===== src/rtl/wprot_pkg.sv =====
`timescale 1ns/1ps
// Package wprot_pkg
// Shared constants and types for the write-protection lock.
// Assumes byte offsets of at least 8 bits and 32-bit data.
package wprot_pkg;
    localparam int          DATA_W      = 32;
    localparam logic [7:0]  KICK_A_OFS  = 8'h70;
    localparam logic [7:0]  KICK_B_OFS  = 8'h74;
    localparam logic [7:0]  CTL_OFS     = 8'h50;
    localparam logic [31:0] KEY_A       = 32'h83E7_0B13;
    localparam logic [31:0] KEY_B       = 32'h95A4_F1E0;
    localparam int          STATUS_BIT  = 23;

    typedef enum logic [1:0] {
        LK_IDLE  = 2'd0,
        LK_ARMED = 2'd1,
        LK_PEND  = 2'd2,
        LK_OPEN  = 2'd3
    } lk_state_t;
endpackage


===== src/rtl/wprot_key_fsm.sv =====
`timescale 1ns/1ps
// Module wprot_key_fsm
// Watches writes to the two kick offsets and tracks the lock state.
// The first key arms it, the second key starts a settling count of
// UNLOCK_LAT edges, after which the state is open. A bad first-kick
// value always falls back to idle (locked).
// Assumes UNLOCK_LAT >= 1 and wr_en asserted for one edge per write.
module wprot_key_fsm
    import wprot_pkg::*;
#(
    parameter int ADDR_W     = 8,
    parameter int UNLOCK_LAT = 4
) (
    input  logic              clk,
    input  logic              rst_n,
    input  logic              wr_en,
    input  logic [ADDR_W-1:0] addr,
    input  logic [DATA_W-1:0] wdata,
    output lk_state_t         state_o,
    output logic              unlocked_o
);
    localparam int CNT_W = $clog2(UNLOCK_LAT + 1);
    localparam logic [CNT_W-1:0] CNT_LAST = CNT_W'(UNLOCK_LAT - 1);

    lk_state_t        state_q, state_n;
    logic [CNT_W-1:0] cnt_q;
    logic             hit_a, hit_b, good_a, good_b;

    // Decode kick writes and key matches.
    always_comb begin
        hit_a  = wr_en && (addr == ADDR_W'(KICK_A_OFS));
        hit_b  = wr_en && (addr == ADDR_W'(KICK_B_OFS));
        good_a = (wdata == KEY_A);
        good_b = (wdata == KEY_B);
    end

    // Next-state selection for the key sequence.
    always_comb begin
        state_n = state_q;
        unique case (state_q)
            LK_IDLE: begin
                if (hit_a && good_a) state_n = LK_ARMED;
            end
            LK_ARMED: begin
                if (hit_a)      state_n = good_a ? LK_ARMED : LK_IDLE;
                else if (hit_b) state_n = good_b ? LK_PEND  : LK_IDLE;
            end
            LK_PEND: begin
                if (hit_a && !good_a)      state_n = LK_IDLE;
                else if (cnt_q == CNT_LAST) state_n = LK_OPEN;
            end
            LK_OPEN: begin
                if (hit_a && !good_a) state_n = LK_IDLE;
            end
            default: state_n = LK_IDLE;
        endcase
    end

    // State register with synchronous reset to locked.
    always_ff @(posedge clk) begin
        if (!rst_n) state_q <= LK_IDLE;
        else        state_q <= state_n;
    end

    // Settling counter, runs only while staying in the pending state.
    always_ff @(posedge clk) begin
        if (!rst_n)
            cnt_q <= '0;
        else if (state_q == LK_PEND && state_n == LK_PEND)
            cnt_q <= cnt_q + 1'b1;
        else
            cnt_q <= '0;
    end

    assign state_o    = state_q;
    assign unlocked_o = (state_q == LK_OPEN);

    AST_RESET_LOCKED: assert property (@(posedge clk)
        !rst_n |=> (state_q == LK_IDLE));
    AST_OPEN_AFTER_PEND: assert property (@(posedge clk) disable iff (!rst_n)
        $rose(unlocked_o) |-> ($past(state_q) == LK_PEND));
    AST_PEND_BOUNDED: assert property (@(posedge clk) disable iff (!rst_n)
        (state_q == LK_PEND) |-> (cnt_q < CNT_W'(UNLOCK_LAT)));
    AST_BAD_KEY_A_LOCKS: assert property (@(posedge clk) disable iff (!rst_n)
        (hit_a && !good_a) |=> !unlocked_o);
    AST_KICK_B_NO_SKIP: assert property (@(posedge clk) disable iff (!rst_n)
        ((state_q == LK_IDLE) && hit_b) |=> (state_q != LK_PEND));
endmodule


===== src/rtl/wprot_wr_gate.sv =====
`timescale 1ns/1ps
// Module wprot_wr_gate
// Decodes write offsets into per-register write enables and blocks
// all of them unless the lock is open.
// Assumes protected registers sit at PROT_BASE + 4*i, word aligned.
module wprot_wr_gate
    import wprot_pkg::*;
#(
    parameter int ADDR_W    = 8,
    parameter int NUM_PROT  = 4,
    parameter int PROT_BASE = 0
) (
    input  logic                clk,
    input  logic                rst_n,
    input  logic                wr_en,
    input  logic [ADDR_W-1:0]   addr,
    input  logic                unlocked,
    output logic [NUM_PROT-1:0] prot_we,
    output logic                ctl_we
);
    logic allow;

    // Writes pass only while open.
    assign allow  = wr_en && unlocked;
    assign ctl_we = allow && (addr == ADDR_W'(CTL_OFS));

    // One decoder per protected register.
    for (genvar gi = 0; gi < NUM_PROT; gi++) begin : g_dec
        assign prot_we[gi] = allow && (addr == ADDR_W'(PROT_BASE + 4 * gi));
    end

    AST_WE_ONEHOT: assert property (@(posedge clk) disable iff (!rst_n)
        $onehot0({prot_we, ctl_we}));
    AST_NO_WE_LOCKED: assert property (@(posedge clk) disable iff (!rst_n)
        !unlocked |-> ({prot_we, ctl_we} == '0));
endmodule


===== src/rtl/wprot_bank.sv =====
`timescale 1ns/1ps
// Module wprot_bank
// Storage for the protected registers and the control register.
// The status bit position of the control register is never stored.
// Assumes write enables arrive already gated by the lock.
module wprot_bank
    import wprot_pkg::*;
#(
    parameter int NUM_PROT = 4
) (
    input  logic                            clk,
    input  logic                            rst_n,
    input  logic [NUM_PROT-1:0]             prot_we,
    input  logic                            ctl_we,
    input  logic [DATA_W-1:0]               wdata,
    output logic [NUM_PROT-1:0][DATA_W-1:0] bank_q,
    output logic [DATA_W-1:0]               ctl_q
);
    localparam logic [DATA_W-1:0] CTL_MASK = ~(DATA_W'(1) << STATUS_BIT);

    // One register per protected word.
    for (genvar gi = 0; gi < NUM_PROT; gi++) begin : g_reg
        always_ff @(posedge clk) begin
            if (!rst_n)           bank_q[gi] <= '0;
            else if (prot_we[gi]) bank_q[gi] <= wdata;
        end
    end

    // Control register, status position held at zero.
    always_ff @(posedge clk) begin
        if (!rst_n)      ctl_q <= '0;
        else if (ctl_we) ctl_q <= wdata & CTL_MASK;
    end

    AST_BANK_HOLD: assert property (@(posedge clk) disable iff (!rst_n)
        (prot_we == '0) |=> $stable(bank_q));
    AST_CTL_STATUS_CLEAR: assert property (@(posedge clk) disable iff (!rst_n)
        !ctl_q[STATUS_BIT]);
endmodule


===== src/rtl/wprot_lock.sv =====
`timescale 1ns/1ps
// Module wprot_lock
// Top of the write-protection lock: key sequence, write gating,
// protected storage and the read multiplexer.
// Assumes a one-edge write strobe and combinational reads.
module wprot_lock
    import wprot_pkg::*;
#(
    parameter int ADDR_W     = 8,
    parameter int NUM_PROT   = 4,
    parameter int PROT_BASE  = 0,
    parameter int UNLOCK_LAT = 4
) (
    input  logic              clk,
    input  logic              rst_n,
    input  logic              wr_en,
    input  logic [ADDR_W-1:0] addr,
    input  logic [31:0]       wdata,
    output logic [31:0]       rdata,
    output logic              unlocked
);
    lk_state_t                       state;
    logic [NUM_PROT-1:0]             prot_we;
    logic                            ctl_we;
    logic [NUM_PROT-1:0][DATA_W-1:0] bank_q;
    logic [DATA_W-1:0]               ctl_q;

    wprot_key_fsm #(.ADDR_W(ADDR_W), .UNLOCK_LAT(UNLOCK_LAT)) u_fsm (
        .clk(clk), .rst_n(rst_n), .wr_en(wr_en), .addr(addr),
        .wdata(wdata), .state_o(state), .unlocked_o(unlocked)
    );

    wprot_wr_gate #(.ADDR_W(ADDR_W), .NUM_PROT(NUM_PROT),
                    .PROT_BASE(PROT_BASE)) u_gate (
        .clk(clk), .rst_n(rst_n), .wr_en(wr_en), .addr(addr),
        .unlocked(unlocked), .prot_we(prot_we), .ctl_we(ctl_we)
    );

    wprot_bank #(.NUM_PROT(NUM_PROT)) u_bank (
        .clk(clk), .rst_n(rst_n), .prot_we(prot_we), .ctl_we(ctl_we),
        .wdata(wdata), .bank_q(bank_q), .ctl_q(ctl_q)
    );

    // Read multiplexer; kick offsets fall to the zero default.
    always_comb begin
        rdata = '0;
        if (addr == ADDR_W'(CTL_OFS)) begin
            rdata = ctl_q;
            rdata[STATUS_BIT] = unlocked;
        end
        for (int i = 0; i < NUM_PROT; i++) begin
            if (addr == ADDR_W'(PROT_BASE + 4 * i)) rdata = bank_q[i];
        end
    end

    AST_KICK_READS_ZERO: assert property (@(posedge clk) disable iff (!rst_n)
        ((addr == ADDR_W'(KICK_A_OFS)) || (addr == ADDR_W'(KICK_B_OFS)))
        |-> (rdata == '0));
    AST_LOCKED_NO_CHANGE: assert property (@(posedge clk) disable iff (!rst_n)
        (!unlocked && wr_en) |=> ($stable(bank_q) && $stable(ctl_q)));
    AST_STATUS_MATCHES_STATE: assert property (@(posedge clk) disable iff (!rst_n)
        (state == LK_PEND) |-> !unlocked);
endmodule


===== config.mk =====
export PLATFORM = sky130hd
export DESIGN_NAME = wprot_lock
export DESIGN_NICKNAME = d
export VERILOG_FILES = /design/src/rtl/wprot_pkg.sv /design/src/rtl/wprot_key_fsm.sv /design/src/rtl/wprot_wr_gate.sv /design/src/rtl/wprot_bank.sv /design/src/rtl/wprot_lock.sv
export SDC_FILE = /design/constraint.sdc
export NUM_CORES = 1
export LEC_CHECK = 0
export ABC_CLOCK_PERIOD_IN_PS = 1900
export BUFFER_PORTS_ARGS = -buffer_cell sky130_fd_sc_hd__buf_2
export CORE_MARGIN = 1.5
export CORE_UTILIZATION = 59
export DETAILED_ROUTE_END_ITERATION = 8
export PLACE_DENSITY = 0.8
export RECOVER_POWER = 25
export SLEW_MARGIN = 10
export SYNTH_ARGS = -nofsm -noshare
export SYNTH_HDL_FRONTEND = slang
export SYNTH_SLANG_ARGS = --single-unit

===== constraint.sdc =====
create_clock -name clk -period 1.9 [get_ports clk]
set_input_delay 0 -clock clk [delete_from_list [all_inputs] [get_ports clk]]
set_output_delay 0 -clock clk [all_outputs]
set_load 0.005 [all_outputs]

==> results.md, run 1 <==
- Port bufs: 75
- R2R cell count: 5
- Clock transition at path regs: around 0.060 ns
- RSZ-0062 raised after global routing: false
- F_max: 536.6 MHz
- M2 GR Usage: between 50% and 60%
- GR met1 Demand/Resource: between 40 and 50%
- Ant. Diodes: 0
- Slew headroom: 63.10%
- Worst vdd ir: 0.7458 mV
- Final WL: about 21,000 um
- Most frequent cell after synthesis: nand2_1
- Syn_area_per_cell: 8.060 um2
- Post-Synth Adder-Cell Area: 0.3419%
- Die X: 114.4 um
- Hold crit path type: in -> reg
- Largest family of logic cells by synthesized area: compound AO/OA/AOI/OAI gates
- GRT overflow: 0
- Worst setup SP type: input port
- Mapped Cells: 908
- Largest net degree at the start of global routing: approximately 160
- Cell Pwr Density: 796.1 nW/um2
- CTS H-tree depth: 4
- Final Hold Viols: 0
- Area leader, netlist: dfxtp_1
- CP required: around 1.9 ns
- Hold wc startpoint: rst_n
- Clk buf depth: 2
- Post-synth top cells: 328 x nand2_1, 164 x dfxtp_1, 115 x a21boi_0
- Synth Register Bits: 164
- Finish-stage setup viols: 0
- Drt drc: 0
- Pre-CTS WS: -0.1959 ns
- Router iterations before antenna repair: 6
- Post-synth ARST share: 0%
- Dpl hpwl: 12,650 um
- Tcrit/Tclk final: 98.08%
- Top post-synthesis cells by area: dfxtp_1 45%, nand2_1 17%, a21boi_0 12%, a21boi_1 4.6%, a222oi_1 2.6%
- Count of cell types in the netlist: 45
- Worst hold endpoint: u_fsm.state_o[1]
- Detail-routed via count per cell: 5.840
- Initial Util: 60.67%
- First-pass GRT wire length: 33,910 um
- Core Util, Final: 74.67%
- Root Driver: clkbuf_16
- Setup crit end kind: output pin
- Post-Syn Area: around 7300 um2
- Sum Neg Setup Slack: 0 ns
- Iter 0 DRT Violations: 802
- Synth Flop Type: dfxtp_1
- Worst-margin pin slew: approximately 0.55 ns
- Worst setup margin: 0.03646 ns
- Final Cell Area: ~9000 um2
- GR peak layer: met2
- Clk sinks: 164
- Min Tclk post-route: 1.864 ns
- Yosys warns: 0
- Max cap viols: 0
- Die H: 114.4 um
- Routed via count: 6,956
- RD Place Congestion: roughly 0.84
- Final hold slack: ~0.091 ns
- GRT Total Usage: 33.16%
- Worst Hold Path Cells: 4
- EDFF count, synth: 0
- GR Util met3: under 10%
- Core ar.: 12,060 um2
- Ports: 76
- Drt wl/cell: 17.66 um
- WP data arrival: about 1.9 ns
- Placed cell areas: ~8100 um2
- Nets: 1,057
- R2R Path End: u_bank.bank_q[57]
- Net Count, Synth: 953
- Die footprint: roughly 13,000 um2
- Post-synth top area share: between 40% and 50%
- Synth Area in Compound Gates: a little over a quarter
- Max Slew Vio Count: 0
- Antenna-violating nets left: 0
- Clock Latency Late Sink: 0.42 ns
- Fraction of synthesized cell area in xor and xnor cells: 0%
- Clk_skew: around 0.0055 ns
- Layout cells sized above 1: 16.03%
- Initial antenna violation count: 0
- Num rows: 40
- Seq/Total Area, Yosys: 44.86%
- Post-synthesis to final-layout area growth: 23.06%
- Reg2Reg Setup Slack: about 0.13 ns
- Status: finished, final reports clean
- Setup CP Type: in -> out
- Multiplexer share of the synthesized area: 0%
- Simple-gate share of the synthesized area: a little under a quarter
- Worst-path fanout max: 13
- Worst r2r src: u_fsm.state_o[1]
- CTS tree: built
- Vias in the first global route: 6,544
- Leakage: about 0.0034 uW
- CTS Buf Count: 17
==> placed cells by master (no fill, tap or decap), types with 3 or more instances in the layout <==
master	netlist	final
dfxtp_1	164	164
a21boi_1	45	11
nand4_1	4	4
nor4bb_1	6	6
a21boi_0	115	149
nor2_2	0	3
inv_6	0	3
nand2_1	328	328
a22oi_1	15	15
and4_1	3	3
a222oi_1	19	19
clkinvlp_4	0	3
inv_1	3	3
dlygate4sd3_1	0	32
a221oi_1	13	13
a21o_1	17	17
buf_4	4	37
nor3_1	3	3
buf_2	20	74
nor2_1	34	31
clkbuf_16	0	17
a21oi_1	32	32
and2_1	3	4
nor4b_1	3	3
buf_12	0	10
==> routing by layer <==
layer	routed length (um)	part of all wire [%]
met3	1522	7.2
met2	10030	48
met1	8874	42
met5	0	0
met4	609	2.9
==> cell type report <==
class | count | area [um2]
tap | 168 | 210.2
clock inverter | 10 | 122.6
fill | 925 | 3055
timing repair buffer | 155 | 1181
clock buffer | 20 | 456.7
inverter | 3 | 11.26
sequential | 164 | 3283
multi-input combinational | 671 | 3741
==> power breakdown <==
group	total [uW]	leakage, uW	internal [uW]	switching [uW]
Clock	3400	0.000275	2000	1400
Combinational	332	0.00177	156	176
Sequential	3440	0.00132	3440	0.0000000000299
Total	7170	0.00337	5600	1570
==> critical path, stage by stage <==
cell and delay, ns:
buf_2 0.13, or4_4 0.61, nor4_4 0.29, buf_4 0.30
a22oi_1 0.10, a21oi_1 0.26, buf_2 0.17
==> worst max-delay path by stage <==
stage               from             end  slack [ns]  cells after the start
2_1_floorplan    addr[1]  u_fsm.cnt_q[1]        0.25                      5
3_3_place_gp   wdata[19]  u_fsm.cnt_q[0]       -0.13                      8
3_5_place_dp   wdata[19]  u_fsm.cnt_q[0]       -0.20                      8
4_1_cts        wdata[11]  u_fsm.cnt_q[0]        0.04                      7
5_1_grt          addr[1]        rdata[9]        0.02                      9
6_report         addr[5]       rdata[31]        0.04                      7
==> kinds of logic after synthesis <==
group | Yosys count
AND/OR/NAND/NOR | 408
adder cells (fa/ha/maj) | 2
AO/OA/AOI/OAI | 261
buffers and inverters | 73
flip-flops | 164
==> timing repair <==
item                       in CTS  in global routing
hold endpoints to repair      157                  0
setup endpoints to repair       0                  4
hold buffers                   32                  0
setup buffers                   0                  0
resized for setup               0                  1
==> metrics by stage <==
stage	cells	total power, uW
2_1_floorplan	908	3622
3_3_place_gp	1129	3785
3_5_place_dp	1129	3785
4_1_cts	1191	7182
5_1_grt	1191	7338
6_report	1191	7169
==> sequential cells by signal, indices dropped and copies added (netlist names) <==
name,count
u_bank.bank_q,128
u_bank.ctl_q,31
u_fsm.cnt_q,3
u_fsm.state_o,2
No activity file was read; power rests on OpenSTA's default activity.
==> inputs of run 2 (changes only) <==
--- a/config.mk
+++ b/config.mk
@@ -10,9 +10,9 @@
 export CORE_MARGIN = 1.5
 export CORE_UTILIZATION = 59
 export DETAILED_ROUTE_END_ITERATION = 8
-export PLACE_DENSITY = 0.8
+export PLACE_DENSITY = 0.88
 export RECOVER_POWER = 25
-export SLEW_MARGIN = 10
+export SLEW_MARGIN = 25
 export SYNTH_ARGS = -nofsm -noshare
 export SYNTH_HDL_FRONTEND = slang
 export SYNTH_SLANG_ARGS = --single-unit
==> results.md, run 2 (synthesis results as in run 1) <==
- Status: finished, final reports clean (unchanged)
- Worst hold endpoint: u_fsm.state_o[1] (unchanged)
- Slew headroom: 48.94% (was 63.10%)
- Final WL: 22,070 um (was 21,040 um)
- Clock transition at path regs: 0.06 ns (about the same)
- Dpl hpwl: 13,460 um (was 12,650 um)
- Clk sinks: 164 (unchanged)
- Cell Pwr Density: 791.4 nW/um2 (was 796.1 nW/um2)
- Layout cells sized above 1: 16.88% (was 16.03%)
- Antenna-violating nets left: 0 (unchanged)
- CP max-delay cell: dfxtp_1 (was or4_4)
- R2R Path End: u_bank.bank_q[54] (was u_bank.bank_q[57])
- F_max: 539.6 MHz (was 536.6 MHz)
- Die X: 114.4 um (unchanged)
- Initial Util: 60.67% (unchanged)
- Clk_skew: 0.008374 ns (was 0.005451 ns)
- Reg2Reg Setup Slack: 0.05 ns (was 0.13 ns)
- DP Cell Count: 1,135 (was 1,129)
- Final Cell Area: 9010 um2 (was 9006 um2)
- Core ar.: 12,060 um2 (unchanged)
- Min Tclk post-route: 1.853 ns (was 1.864 ns)
- Iter 0 DRT Violations: 932 (was 802)
- Nets: 1,063 (was 1,057)
- Worst setup SP type: register (was input port)
- CTS tree: built (unchanged)
- Port bufs: 75 (unchanged)
- Worst r2r src: u_fsm.state_o[1] (unchanged)
- Largest Register: u_bank.bank_q (unchanged)
- GRT overflow: 0 (unchanged)
- GRT Total Usage: 35.08% (was 33.16%)
- RD Place Congestion: 0.9588 (was 0.8376)
- Clk buf depth: 2 (unchanged)
- Post-CTS Setup Inserts: 0 (unchanged)
- Router iterations before antenna repair: 9 (was 6)
- Final Hold Viols: 0 (unchanged)
- CTS H-tree depth: 4 (unchanged)
- Largest stage delay on the critical path: 0.46 ns (was 0.61 ns)
- Post-route insts no fill: 1,199 (was 1,191)
- Max Slew Vio Count: 0 (unchanged)
- Num rows: 40 (unchanged)
- Worst vdd ir: 0.7094 mV (was 0.7458 mV)
- CP required: 2.22 ns (was 1.90 ns)
- Drt drc: 0 (unchanged)
- Worst-path fanout max: 24 (was 13)
- Most frequent cells in the layout: 328 x nand2_1, 164 x dfxtp_1, 136 x a21boi_0, 74 x buf_2, 43 x buf_4 (was 328 x nand2_1, 164 x dfxtp_1, 149 x a21boi_0, 74 x buf_2, 37 x buf_4)
- Regs by FF count: u_bank.bank_q x128, u_bank.ctl_q x31, u_fsm.cnt_q x3 (unchanged)
- CTS Buf Count: 17 (unchanged)
- Largest net degree at the start of global routing: 96 (was 161)
- WP data arrival: 2.17 ns (was 1.86 ns)
- Ant. Diodes: 0 (unchanged)
- Die H: 114.4 um (unchanged)
- Tcrit/Tclk final: 97.53% (was 98.08%)
- Max reg flops: 128 (unchanged)
- Detail-routed via count per cell: 6.114 (was 5.840)
- Initial antenna violation count: 0 (unchanged)
- Ports: 76 (unchanged)
- R2R cell count: 5 (unchanged)
- Leakage: 0.003378 uW (was 0.003370 uW)
- Commonest non-fill, non-tap cell in the layout: nand2_1 (unchanged)
- Hold wc startpoint: rst_n (unchanged)
- Clock Latency Late Sink: 0.44 ns (was 0.42 ns)
- Worst Hold Path Cells: 4 (unchanged)
- Post-synthesis to final-layout area growth: 23.12% (was 23.06%)
- Placed cell areas: 8098 um2 (was 8115 um2)
- Die footprint: 13,080 um2 (unchanged)
- Worst-margin pin slew: 0.7659 ns (was 0.5536 ns)
- Setup CP Type: reg -> reg (was in -> out)
- Cells along the critical path: and3_1 -> and2_0 -> buf_12 -> nand2_1 -> a21boi_0 (was buf_2 -> or4_4 -> nor4_4 -> buf_4 -> a22oi_1 -> a21oi_1 -> buf_2)
- Root Driver: clkbuf_16 (unchanged)
- Hold crit path type: in -> reg (unchanged)
- Max cap viols: 0 (unchanged)
- Setup crit end kind: register (was output pin)
- First-pass GRT wire length: 35,600 um (was 33,910 um)
- Final hold slack: 0.07567 ns (was 0.09107 ns)
- Routed via count: 7,331 (was 6,956)
- Drt wl/cell: 18.41 um (was 17.66 um)
- Finish-stage setup viols: 0 (unchanged)
- Vias in the first global route: 7,037 (was 6,544)
- Sum Neg Setup Slack: 0 ns (unchanged)
==> run 2: changes by cell type in the layout (fill, tap and decap cells not counted), sizes merged <==
cell      previous run  this run
bufinv               2         1
clkinvlp             3         2
buf                121       125
clkinv               2         6
inv                  6         9
clkbuf              22        21
==> run 2: repair_timing <==
| action | in CTS | in global routing |
|---|---|---|
| endpoints found under the hold margin | 154 | 0 |
| endpoints found under the setup margin | 0 | 11 |
| hold buffers | 32 | 0 |
| resized for setup | 0 | 7 |
==> run 2: power breakdown <==
| group | internal, uW | switching (uW) |
|---|---|---|
| clock network | 1840 | 1520 |
| logic | 159 | 176 |
| registers | 3440 | 0.0000000000329 |
==> run 2: how the worst max path moves through the flow <==
stage	startpoint	end	slack, ns	cells after the start
5_1_grt	u_fsm.state_o[1]	u_bank.bank_q[54]	-0.04	5
3_5_place_dp	wdata[2]	u_fsm.cnt_q[2]	-0.11	7
4_1_cts	wdata[21]	u_fsm.cnt_q[2]	0.02	7
3_3_place_gp	wdata[2]	u_fsm.cnt_q[2]	-0.005	7
2_1_floorplan	addr[1]	u_fsm.cnt_q[1]	0.25	5
6_report	u_fsm.state_o[1]	u_bank.bank_q[54]	0.05	5
==> run 2: final cells by class <==
class / count / area (um2)
inverters: 3 / 11.26
clock inverters: 15 / 147.6
multi-input cells: 671 / 3757
repair buffers: 161 / 1175
well taps: 168 / 210.2
fillers: 813 / 3052
clock buffers: 17 / 425.4
flip-flops and latches: 164 / 3283
==> run 2: critical path, delay by kind of cell, from the launching register on <==
family | cells | cell delay, ns
simple gates | 3 | 0.77
compound gates | 1 | 0.29
buf+inv | 1 | 0.21
flops | 1 | 0.46
==> run 2: metal layers <==
metal  part of all wire, %  track usage [%]  wire, um
met1                    39            43.50      8578
met4                   3.7            18.83       825
met2                    48            57.27     10590
met3                   9.4            7.623      2078
met5                     0                0         0
==> run 2: per-stage QoR <==
step	total power (uW)	utilization, %	worst slack, ns
finish	7131	74.70	0.04684
global route	7304	74.70	-0.04006
CTS	7107	74.54	0.01658
detailed placement	3786	67.14	-0.1116
global placement	3785	67.14	-0.005403
floorplan	3622	-	0.2518
